--- src/rtl/qnr_pkg.sv ---
package qnr_pkg;
  localparam logic [7:0] OP_ID   = 8'h9F;
  localparam logic [7:0] OP_RDST = 8'h05;
  localparam logic [7:0] OP_WRST = 8'h01;
  localparam logic [7:0] OP_WEN  = 8'h06;
  localparam logic [7:0] OP_RD   = 8'h03;
  localparam logic [7:0] OP_FRD  = 8'h0B;
  localparam logic [7:0] OP_DRD  = 8'hBB;
  localparam logic [7:0] OP_QRD  = 8'hEB;

  localparam logic [7:0] ID_MFR  = 8'h9D;
  localparam logic [7:0] ID_TYPE = 8'h70;
  localparam logic [7:0] ID_CAP  = 8'h19;

  localparam logic [3:0] DUM_FRD = 4'd8;
  localparam logic [3:0] DUM_DRD = 4'd4;
  localparam logic [3:0] DUM_QRD = 4'd6;

  typedef enum logic [2:0] {ST_OPC, ST_ADDR, ST_DUMMY, ST_DATA, ST_WRST, ST_IGN} phase_t;
  typedef enum logic [1:0] {LN_X1, LN_X2, LN_X4} lane_t;
  typedef enum logic [1:0] {SRC_ID, SRC_STAT, SRC_MEM} src_t;

  // Fill pattern of the array: index a holds a*5 + (a>>8)*17 + 60, low byte.
  function automatic logic [7:0] fill_byte(input int unsigned a);
    int unsigned v;
    v = a * 5 + (a >> 8) * 17 + 60;
    return v[7:0];
  endfunction
endpackage

--- src/rtl/qnr_sync.sv ---
module qnr_sync #(
  parameter int W = 6,
  parameter int STAGES = 2,
  parameter logic [W-1:0] RST_VAL = '0
) (
  input  logic         clk,
  input  logic         rst,
  input  logic [W-1:0] din,
  output logic [W-1:0] dout
);
  logic [STAGES-1:0][W-1:0] st;

  always_ff @(posedge clk) begin
    if (rst) st <= {STAGES{RST_VAL}};
    else     st <= {st[STAGES-2:0], din};
  end

  assign dout = st[STAGES-1];
endmodule

--- src/rtl/qnr_array.sv ---
module qnr_array import qnr_pkg::*; #(
  parameter int DEPTH = 512,
  parameter int AW = 9
) (
  input  logic          clk,
  input  logic [AW-1:0] addr,
  output logic [7:0]    q
);
  logic [7:0] mem [DEPTH];

  initial begin
    for (int i = 0; i < DEPTH; i++) mem[i] = fill_byte(i);
  end

  always_ff @(posedge clk) q <= mem[addr];
endmodule

--- src/rtl/qnr_engine.sv ---
module qnr_engine import qnr_pkg::*; #(
  parameter int AW = 9
) (
  input  logic          clk,
  input  logic          rst,
  input  logic          csn_s,
  input  logic          sck_s,
  input  logic [3:0]    io_s,
  input  logic [7:0]    mem_q,
  output logic [AW-1:0] rd_addr,
  output logic [3:0]    io_o,
  output logic [3:0]    io_oe
);
  logic          sck_d;
  logic          rise, fall;
  phase_t        phase;
  lane_t         lane;
  src_t          src;
  logic [4:0]    cnt;
  logic [3:0]    ndum;
  logic [6:0]    sh;
  logic [AW-1:0] addr;
  logic [1:0]    id_idx;
  logic [7:0]    obuf;
  logic [2:0]    pos;
  logic          wel, qe;
  logic [7:0]    in_byte;
  logic [AW-1:0] addr_nx;
  logic [4:0]    addr_last;
  logic [2:0]    pos_last;
  logic [7:0]    src_byte, cur;

  assign rise    = sck_s & ~sck_d;
  assign fall    = ~sck_s & sck_d;
  assign in_byte = {sh, io_s[0]};
  assign rd_addr = addr;

  always_ff @(posedge clk) begin
    if (rst) sck_d <= 1'b0;
    else     sck_d <= sck_s;
  end

  // Lane width picks the address shift, its length and the steps per byte.
  always_comb begin
    case (lane)
      LN_X2: begin
        addr_nx = {addr[AW-3:0], io_s[1:0]};
        addr_last = 5'd11;
        pos_last = 3'd3;
      end
      LN_X4: begin
        addr_nx = {addr[AW-5:0], io_s};
        addr_last = 5'd5;
        pos_last = 3'd1;
      end
      default: begin
        addr_nx = {addr[AW-2:0], io_s[0]};
        addr_last = 5'd23;
        pos_last = 3'd7;
      end
    endcase
  end

  always_comb begin
    case (src)
      SRC_ID:   src_byte = (id_idx == 2'd0) ? ID_MFR : (id_idx == 2'd1) ? ID_TYPE : ID_CAP;
      SRC_STAT: src_byte = {1'b0, qe, 4'b0000, wel, 1'b0};
      default:  src_byte = mem_q;
    endcase
    cur = (pos == 3'd0) ? src_byte : obuf;
  end

  always_ff @(posedge clk) begin
    if (rst) begin
      phase <= ST_OPC;
      lane <= LN_X1;
      src <= SRC_MEM;
      cnt <= '0;
      ndum <= '0;
      sh <= '0;
      addr <= '0;
      id_idx <= '0;
      obuf <= '0;
      pos <= '0;
      wel <= 1'b0;
      qe <= 1'b0;
      io_o <= '0;
      io_oe <= '0;
    end else if (csn_s) begin
      // Deselect wins over any edge seen in the same cycle.
      phase <= ST_OPC;
      cnt <= '0;
      pos <= '0;
      id_idx <= '0;
      io_o <= '0;
      io_oe <= '0;
    end else if (rise) begin
      case (phase)
        ST_OPC: begin
          sh <= in_byte[6:0];
          cnt <= cnt + 5'd1;
          if (cnt == 5'd7) begin
            cnt <= '0;
            lane <= LN_X1;
            ndum <= '0;
            src <= SRC_MEM;
            case (in_byte)
              OP_ID:   begin phase <= ST_DATA; src <= SRC_ID; end
              OP_RDST: begin phase <= ST_DATA; src <= SRC_STAT; end
              OP_WEN:  begin wel <= 1'b1; phase <= ST_IGN; end
              OP_WRST: phase <= ST_WRST;
              OP_RD:   phase <= ST_ADDR;
              OP_FRD:  begin phase <= ST_ADDR; ndum <= DUM_FRD; end
              OP_DRD:  begin phase <= ST_ADDR; lane <= LN_X2; ndum <= DUM_DRD; end
              OP_QRD: begin
                if (qe) begin phase <= ST_ADDR; lane <= LN_X4; ndum <= DUM_QRD; end
                else phase <= ST_IGN;
              end
              default: phase <= ST_IGN;
            endcase
          end
        end
        ST_ADDR: begin
          addr <= addr_nx;
          cnt <= cnt + 5'd1;
          if (cnt == addr_last) begin
            cnt <= '0;
            phase <= (ndum == 4'd0) ? ST_DATA : ST_DUMMY;
          end
        end
        ST_DUMMY: begin
          cnt <= cnt + 5'd1;
          if (cnt == ({1'b0, ndum} - 5'd1)) begin
            cnt <= '0;
            phase <= ST_DATA;
          end
        end
        ST_WRST: begin
          sh <= in_byte[6:0];
          cnt <= cnt + 5'd1;
          if (cnt == 5'd7) begin
            cnt <= '0;
            phase <= ST_IGN;
            if (wel) begin
              qe <= in_byte[6];
              wel <= 1'b0;
            end
          end
        end
        default: ;
      endcase
    end else if (fall && phase == ST_DATA) begin
      case (lane)
        LN_X2: begin
          io_o <= {2'b00, cur[7:6]};
          io_oe <= 4'b0011;
          obuf <= {cur[5:0], 2'b00};
        end
        LN_X4: begin
          io_o <= cur[7:4];
          io_oe <= 4'b1111;
          obuf <= {cur[3:0], 4'b0000};
        end
        default: begin
          io_o <= {2'b00, cur[7], 1'b0};
          io_oe <= 4'b0010;
          obuf <= {cur[6:0], 1'b0};
        end
      endcase
      if (pos == pos_last) begin
        pos <= '0;
        addr <= addr + AW'(1);
        id_idx <= (id_idx == 2'd2) ? 2'd0 : id_idx + 2'd1;
      end else begin
        pos <= pos + 3'd1;
      end
    end
  end


  reset_state_chk: assert property (@(posedge clk)
    rst |=> (!wel && !qe && io_oe == 4'b0000));


  oe_release_chk: assert property (@(posedge clk) disable iff (rst)
    csn_s |=> (io_oe == 4'b0000));


  qe_guard_chk: assert property (@(posedge clk) disable iff (rst)
    (qe != $past(qe)) |-> $past(wel));


  quad_needs_qe_chk: assert property (@(posedge clk) disable iff (rst)
    io_oe[3] |-> qe);


  oe_shape_chk: assert property (@(posedge clk) disable iff (rst)
    (io_oe == 4'b0000) || (io_oe == 4'b0010) || (io_oe == 4'b0011) || (io_oe == 4'b1111));


  wel_set_chk: assert property (@(posedge clk) disable iff (rst)
    $rose(wel) |-> $past(phase == ST_OPC));
endmodule

--- src/rtl/qnor_responder.sv ---
module qnor_responder #(
  parameter int MEM_BYTES = 512,
  parameter int SYNC_STAGES = 2
) (
  input  logic       clk,
  input  logic       rst,
  input  logic       spi_csn,
  input  logic       spi_sck,
  input  logic [3:0] spi_io_i,
  output logic [3:0] spi_io_o,
  output logic [3:0] spi_io_oe
);
  localparam int AW = $clog2(MEM_BYTES);

  logic [5:0]    sync_q;
  logic [AW-1:0] rd_addr;
  logic [7:0]    mem_q;

  qnr_sync #(.W(6), .STAGES(SYNC_STAGES), .RST_VAL(6'b100000)) sync_i (
    .clk  (clk),
    .rst  (rst),
    .din  ({spi_csn, spi_sck, spi_io_i}),
    .dout (sync_q)
  );

  qnr_array #(.DEPTH(MEM_BYTES), .AW(AW)) array_i (
    .clk  (clk),
    .addr (rd_addr),
    .q    (mem_q)
  );

  qnr_engine #(.AW(AW)) engine_i (
    .clk     (clk),
    .rst     (rst),
    .csn_s   (sync_q[5]),
    .sck_s   (sync_q[4]),
    .io_s    (sync_q[3:0]),
    .mem_q   (mem_q),
    .rd_addr (rd_addr),
    .io_o    (spi_io_o),
    .io_oe   (spi_io_oe)
  );
endmodule

--- config.mk ---
export PLATFORM = sky130hd
export DESIGN_NAME = qnor_responder
export DESIGN_NICKNAME = d
export VERILOG_FILES = /design/src/rtl/qnr_pkg.sv /design/src/rtl/qnr_sync.sv /design/src/rtl/qnr_array.sv /design/src/rtl/qnr_engine.sv /design/src/rtl/qnor_responder.sv
export SDC_FILE = /design/constraint.sdc
export NUM_CORES = 1
export LEC_CHECK = 0
export ABC_CLOCK_PERIOD_IN_PS = 4600
export BUFFER_PORTS_ARGS = -buffer_cell sky130_fd_sc_hd__buf_2
export CAP_MARGIN = 15
export CORE_AREA = 2 2 135 84
export CTS_CLUSTER_SIZE = 10
export DETAILED_ROUTE_END_ITERATION = 10
export DIE_AREA = 0 0 137 86
export GPL_TIMING_DRIVEN = 1
export HOLD_SLACK_MARGIN = 0.1
export SLEW_MARGIN = 20
export SYNTH_ARGS = -nofsm -noshare
export SYNTH_HDL_FRONTEND = slang
export SYNTH_HIERARCHICAL = 1
export SYNTH_SLANG_ARGS = --single-unit
--- constraint.sdc ---
create_clock -name clk -period 4.6 [get_ports clk]
set_clock_uncertainty 0.2 [all_clocks]
set_input_delay 0.23 -clock clk [delete_from_list [all_inputs] [get_ports clk]]
set_output_delay 0.23 -clock clk [all_outputs]
set_load 0.005 [all_outputs]
## Yosys cells after proc, flatten, opt, wreduce, memory -nomap -nowiden

Memories as Yosys holds them, arrays and structs flattened. A register that Yosys moved wholly into a read port is not among the register bits.
Cells that the tools add are included.

| storage, ports and cells | value |
|---|---|
| flip-flop bits (word level) | 68 |
| bits in latches | 0 |
| memory bits (writable) | 0 |
| ROM bits | 4,096 |
| input bits | 8 |
| output and inout bits | 8 |
| logic and storage cells | 118 |
| memories kept | 1 |

Memories:

| memory | words | bits a word | read ports | clocked after memory_dff | write ports | line | source |
|---|---|---|---|---|---|---|---|
| array_i.mem | 512 | 8 | 1 | 1 | 0 | qnr_array.sv:9 | `logic [7:0] mem [DEPTH];` |

| cells by class | value |
|---|---|
| add/subtract/negate cells | 5 |
| $mul | 0 |
| divide/modulo/power cells | 0 |
| order comparisons | 0 |
| equal/unequal tests | 27 |
| shift operators | 0 |
| mux-type cells | 37 |
| bitwise operators | 6 |
| reduce and logical (&&, ||, !) cells | 25 |

Operator list:

| cell | count |
|---|---|
| $mux 9 | 4 |
| $pmux 8 s2 | 2 |
| $eq 8x8->1 const B | 3 |
| $pmux 3 s4 | 2 |
| $mux 3 | 7 |
| $pmux 9 s2 | 1 |
| $eq 8x3->1 const B | 2 |
| $mux 8 | 2 |
| $pmux 4 s2 | 2 |
| $mux 5 | 3 |
| $pmux 5 s3 | 1 |
| $pmux 4 s3 | 1 |
| $reduce_and 6->1 | 2 |
| $eq 5x5->1 | 2 |
| $pmux 5 s2 | 1 |
| $add 9x1->9 const B | 1 |
| $reduce_and 3->1 | 3 |
| $eq 8x1->1 const B | 1 |
| $eq 8x2->1 const B | 1 |
| $eq 8x4->1 const B | 1 |
| $ne 2x1->1 const B | 4 |
| $pmux 2 s2 | 2 |
| $reduce_and 4->1 | 2 |
| $mux 7 | 1 |
| other kinds (29) | 49 |

## Depth between registers and ports, before layout

| logic depth | value |
|---|---|
| depth after elaboration | 6 |
| gate-level depth with buffers | 10 |
| depth with buffers taken out | 9 |

## Modules after synthesis

The synthesis kept the hierarchy.

Modules (own cells, without submodules):

| module | times used | cells each | area an instance (um^2) | sequential area each (um^2) |
|---|---|---|---|---|
| qnr_engine | 1 | 401 | 3,124.2 | 1,041.0 |
| qnr_array | 1 | 144 | 1,038.5 | 160.2 |
| qnr_sync | 1 | 31 | 371.6 | 240.2 |

## Worst setup path after synthesis

No wires, ideal clock.

| path | value |
|---|---|
| path kind | reg-to-reg |
| start | register engine_i.addr[1], in the netlist engine_i/rd_addr[1] |
| end | register array_i.q[4], read port of array_i.mem |
| library setup time | 134 ps |
| data arrival time | 1,999 ps |
| required time | 4,266 ps |
| slack | 2,267 ps |
| cell stages (with the launch flop) | 9 |
| path buffers | 1 |
| period minus slack after synthesis | 2,333 ps |
| path through | dfxtp_1 > clkbuf_1 > inv_1 > ha_1 > nor2_1 > a21oi_1 > o21a_1 > a21boi_1 > mux4_2 |

RTL lines:

| element | line | source |
|---|---|---|
| start: declaration | qnr_engine.sv:22 | `logic [AW-1:0] addr;` |
| start signal: assignment | qnr_engine.sv:124 | `addr <= addr_nx;` |
| start signal: assignment | qnr_engine.sv:172 | `addr <= addr + AW'(1);` |
| end: declaration | qnr_array.sv:7 | `output logic [7:0] q` |

## Worst setup path after layout

| path | value |
|---|---|
| start | register engine_i.lane[0] |
| end | register engine_i.addr[0], in the netlist engine_i/rd_addr[0] |

| on the way | value |
|---|---|
| cells in the longest elaborated chain, start to end | 5 |
| elaborated cells on any way between the ends | 6 |
| those cells by class | eq/ne (3); mux (1); reduce/logical (2) |

Ends and longest elaborated chain:

| element | line | source |
|---|---|---|
| start: declaration | qnr_engine.sv:17 | `lane_t lane;` |
| start signal: assignment | qnr_engine.sv:76 | `lane <= LN_X1;` |
| start signal: assignment | qnr_engine.sv:104 | `lane <= LN_X1;` |
| start signal: assignment | qnr_engine.sv:114 | `OP_DRD: begin phase <= ST_ADDR; lane <= LN_X2; ndum <= DUM_DRD; end` |
| $eq 2x2->1 or $eq 2x1->1 (tied branches) | qnr_engine.sv:45 | `case (lane)` |
| $pmux 3 s2 (*) | qnr_engine.sv:45 |  |
| $eq 3x3->1 (*) | qnr_engine.sv:170 | `if (pos == pos_last) begin` |
| $reduce_bool 2->1 (no source line) (*) | -- |  |
| $reduce_and 4->1 (no source line) (*) | -- |  |

Every way passes the cells marked *; elsewhere a longest branch is shown, timed or not.
A chain may end at the register's enable or synchronous reset.

==> impl_metrics.toml <==
[placed_design]
place.gp.congestion = 0.8442
dp_hpwl_um = 8237
placement.io_buffers = 15

[drt]
drc_errors = 0
viasPerCell = 5.938
num_vias = 4216
drtAntennaViolNets = 0
totalWireLength_um = 11830
wl_per_cell_um = 16.67
first_pass_iters = 5
first_iter_violations = 481

[grt]
antenna_found_initial = 0
grt_pass1_vias = 3781
grt_max_degree = 49
overflow = 0
grt_util_all_layers = 0.2124
grt_pass1_wl_um = 19580

[yosys]
ys_seq_area_frac = 0.3179
syn_area_sq_um = 4534
async_reset_ff_frac = 0
synth_edf_count = 0
mappedNetlistNets = 601
syn_avg_cell_area_sq_um = 7.872
syn_inst = 576
yosysWarnings = 6
synth_seq_cells = 72
yosysUniqueCellTypes = 81
ys.flop_type = "dfxtp_1"

[power_and_ir_drop]
power.leakage_nw = 1.673
total_power_mw = 1.360
powerDensity_nw_per_um2 = 275.0
ir_worst_vdd_mv = 0.1781

[critical_path]
critical_path_required_ns = 4.60
critPathLaunchType = "register"
cp-end-kind = "register"
worst_ep_arrival_time_ns = 2.91
critPathKind = "register to register"
cp_max_fo = 27

[floorplan]
dieArea_sq_um = 11780
core_sq_um = 10450
die_y_um = 86
io_pins = 16
row_count = 29
fp.dieW_um = 137
start_util = 0.4339

[finish]
mostFrequentLayoutCell = "dfxtp_1"
area_growth_pct = 9.078
fin_nets = 592
mostFrequentLayoutCells = "dfxtp_1 (72), nand2_1 (59), a21oi_1 (57)"
drive_gt1_frac = 0.09632
n_antenna_cell = 0

[sta]
hold_violations = 0
finalCriticalPeriod_ns = 2.904
tns_ns = 0
slew_headroom = 0.3155
rsz0062_at_grt = "false"
worst_pin_slew_ns = 1.025
timing.final.crit_share = 0.6313
drv_slew = 0
report.final.setup_viol = 0
fmax_mhz = 344.4

[clock_tree]
clk_latency_ns = 0.34
clockBufferDepth = 2
cts_tree = "done"
cts_buffers = 9
clkSlewWorstSetupHoldPaths_ns = 0.06
clock_sinks = 72
post_cts_buffers = 0
cts_root_buf = "clkbuf_16"
ctsHtreeMaxLevel = 3

[flow_run]
cap_violations = 0

[status]
status = "finished clean"

[hold_path]
hold_class = "register to register"
what timing repair did:
action	4_1_cts	5_1_grt
setup endpoints to repair	0	0
endpoints found under the hold margin	6	0
gates resized for setup	0	0
hold buffers	6	0
state kept, by name (all words and copies together), names as in the netlist, 3 cells and up:
register and count:
engine_i/io_o 4, engine_i/obuf 7, array_i/q 8, engine_i/rd_addr 9, sync_i/st 6, engine_i/phase 3, engine_i/pos 3, sync_i/dout 6
engine_i/io_oe 3, engine_i/cnt 5, engine_i/sh 7
power by group:
part / total [mW] / internal [mW] / switching, mW
Combinational: 0.0296 / 0.0124 / 0.0172
Sequential: 0.634 / 0.629 / 0.00520
Clock: 0.697 / 0.430 / 0.267
synthesized netlist by cell type, types with 3 or more instances:
cell type	instances	area, sq um
nor2b_1	19	118.9
a32oi_1	3	26.28
nand3_1	13	65.06
a22oi_1	10	75.07
a21o_1	4	30.03
dfxtp_1	72	1441
and2_1	4	25.02
buf_4	10	75.07
ha_1	17	212.7
nand2_1	59	221.5
nand2b_1	17	106.4
xor2_1	7	61.31
nor3b_1	7	52.55
o21a_1	4	30.03
xnor2_1	7	61.31
nand4_1	4	25.02
a221o_1	8	80.08
o41ai_1	3	26.28
o211ai_1	11	82.58
nor3_1	14	70.07
a211oi_1	4	30.03
or3_1	3	18.77
buf_2	14	70.07
nor2_1	48	180.2
a31oi_1	4	25.02
o21ai_1	13	65.06
and3_1	3	18.77
o21ai_0	32	160.2
a21oi_1	57	285.3
nand3b_1	4	30.03
or2_1	3	18.77
clkbuf_1	21	78.83
o31ai_1	5	37.54
inv_1	15	56.30
per-layer routing:
metal  global-route usage  wire length (um)  up-vias
li1                     -                 -     2059
met1               0.3326              6216     1990
met5                    0                 0        -
met4              0.04967                90        0
met3              0.05674               959       11
met2               0.2818              4567      156
metrics by stage:
stage          hold WS (ns)  cell area [sq um]  instances  utilization  setup slack, ns
2_1_floorplan        0.1016               4534        576            -            2.267
3_3_place_gp         0.1924               4589        689       0.4392            1.801
3_5_place_dp         0.2188               4589        689       0.4392            1.720
4_1_cts              0.2329               4946        710       0.4733            1.707
5_1_grt              0.2413               4946        710       0.4733            1.410
6_report             0.2228               4946        710       0.4733            1.696
final timing paths:
check / start / end / slack (ns) / depth (start not counted)
min: sync_i/st[5] / sync_i/dout[5] / 0.22 / 1
max reg2reg: engine_i/lane[0] / engine_i/rd_addr[0] / 1.70 / 8
max: engine_i/lane[0] / engine_i/rd_addr[0] / 1.70 / 8
min reg2reg: sync_i/st[5] / sync_i/dout[5] / 0.22 / 1
cells by family after synthesis:
| family | share of synthesized area |
|---|---|
| AOI/OAI and AO/OA | 0.2779 |
| xor gates and xnor gates | 0.02704 |
| adders and majority gates | 0.04691 |
| buffers and inverters | 0.06595 |
| DFF | 0.3179 |
| muxes | 0.009382 |
| and+or+nand+nor | 0.2550 |
critical path, stage by stage (launching register included):
cell      delay (ns)
dfxtp_1         0.37
inv_1           0.08
ha_1            0.83
xnor2_1         0.22
nand3_1         0.16
nand2b_1        0.32
a21o_1          0.32
a21oi_1         0.19
a21oi_1         0.08
layout make-up:
cell class,instances,area [sq um]
clock buffer,10,239.0
clock inverter,5,57.56
fill,1023,5504
inverter,16,60.06
multi-input combinational,441,2794
sequential,72,1441
tap,139,173.9
timing repair buffer,27,180.2
Note: power is estimated with default switching activity, not from simulation.
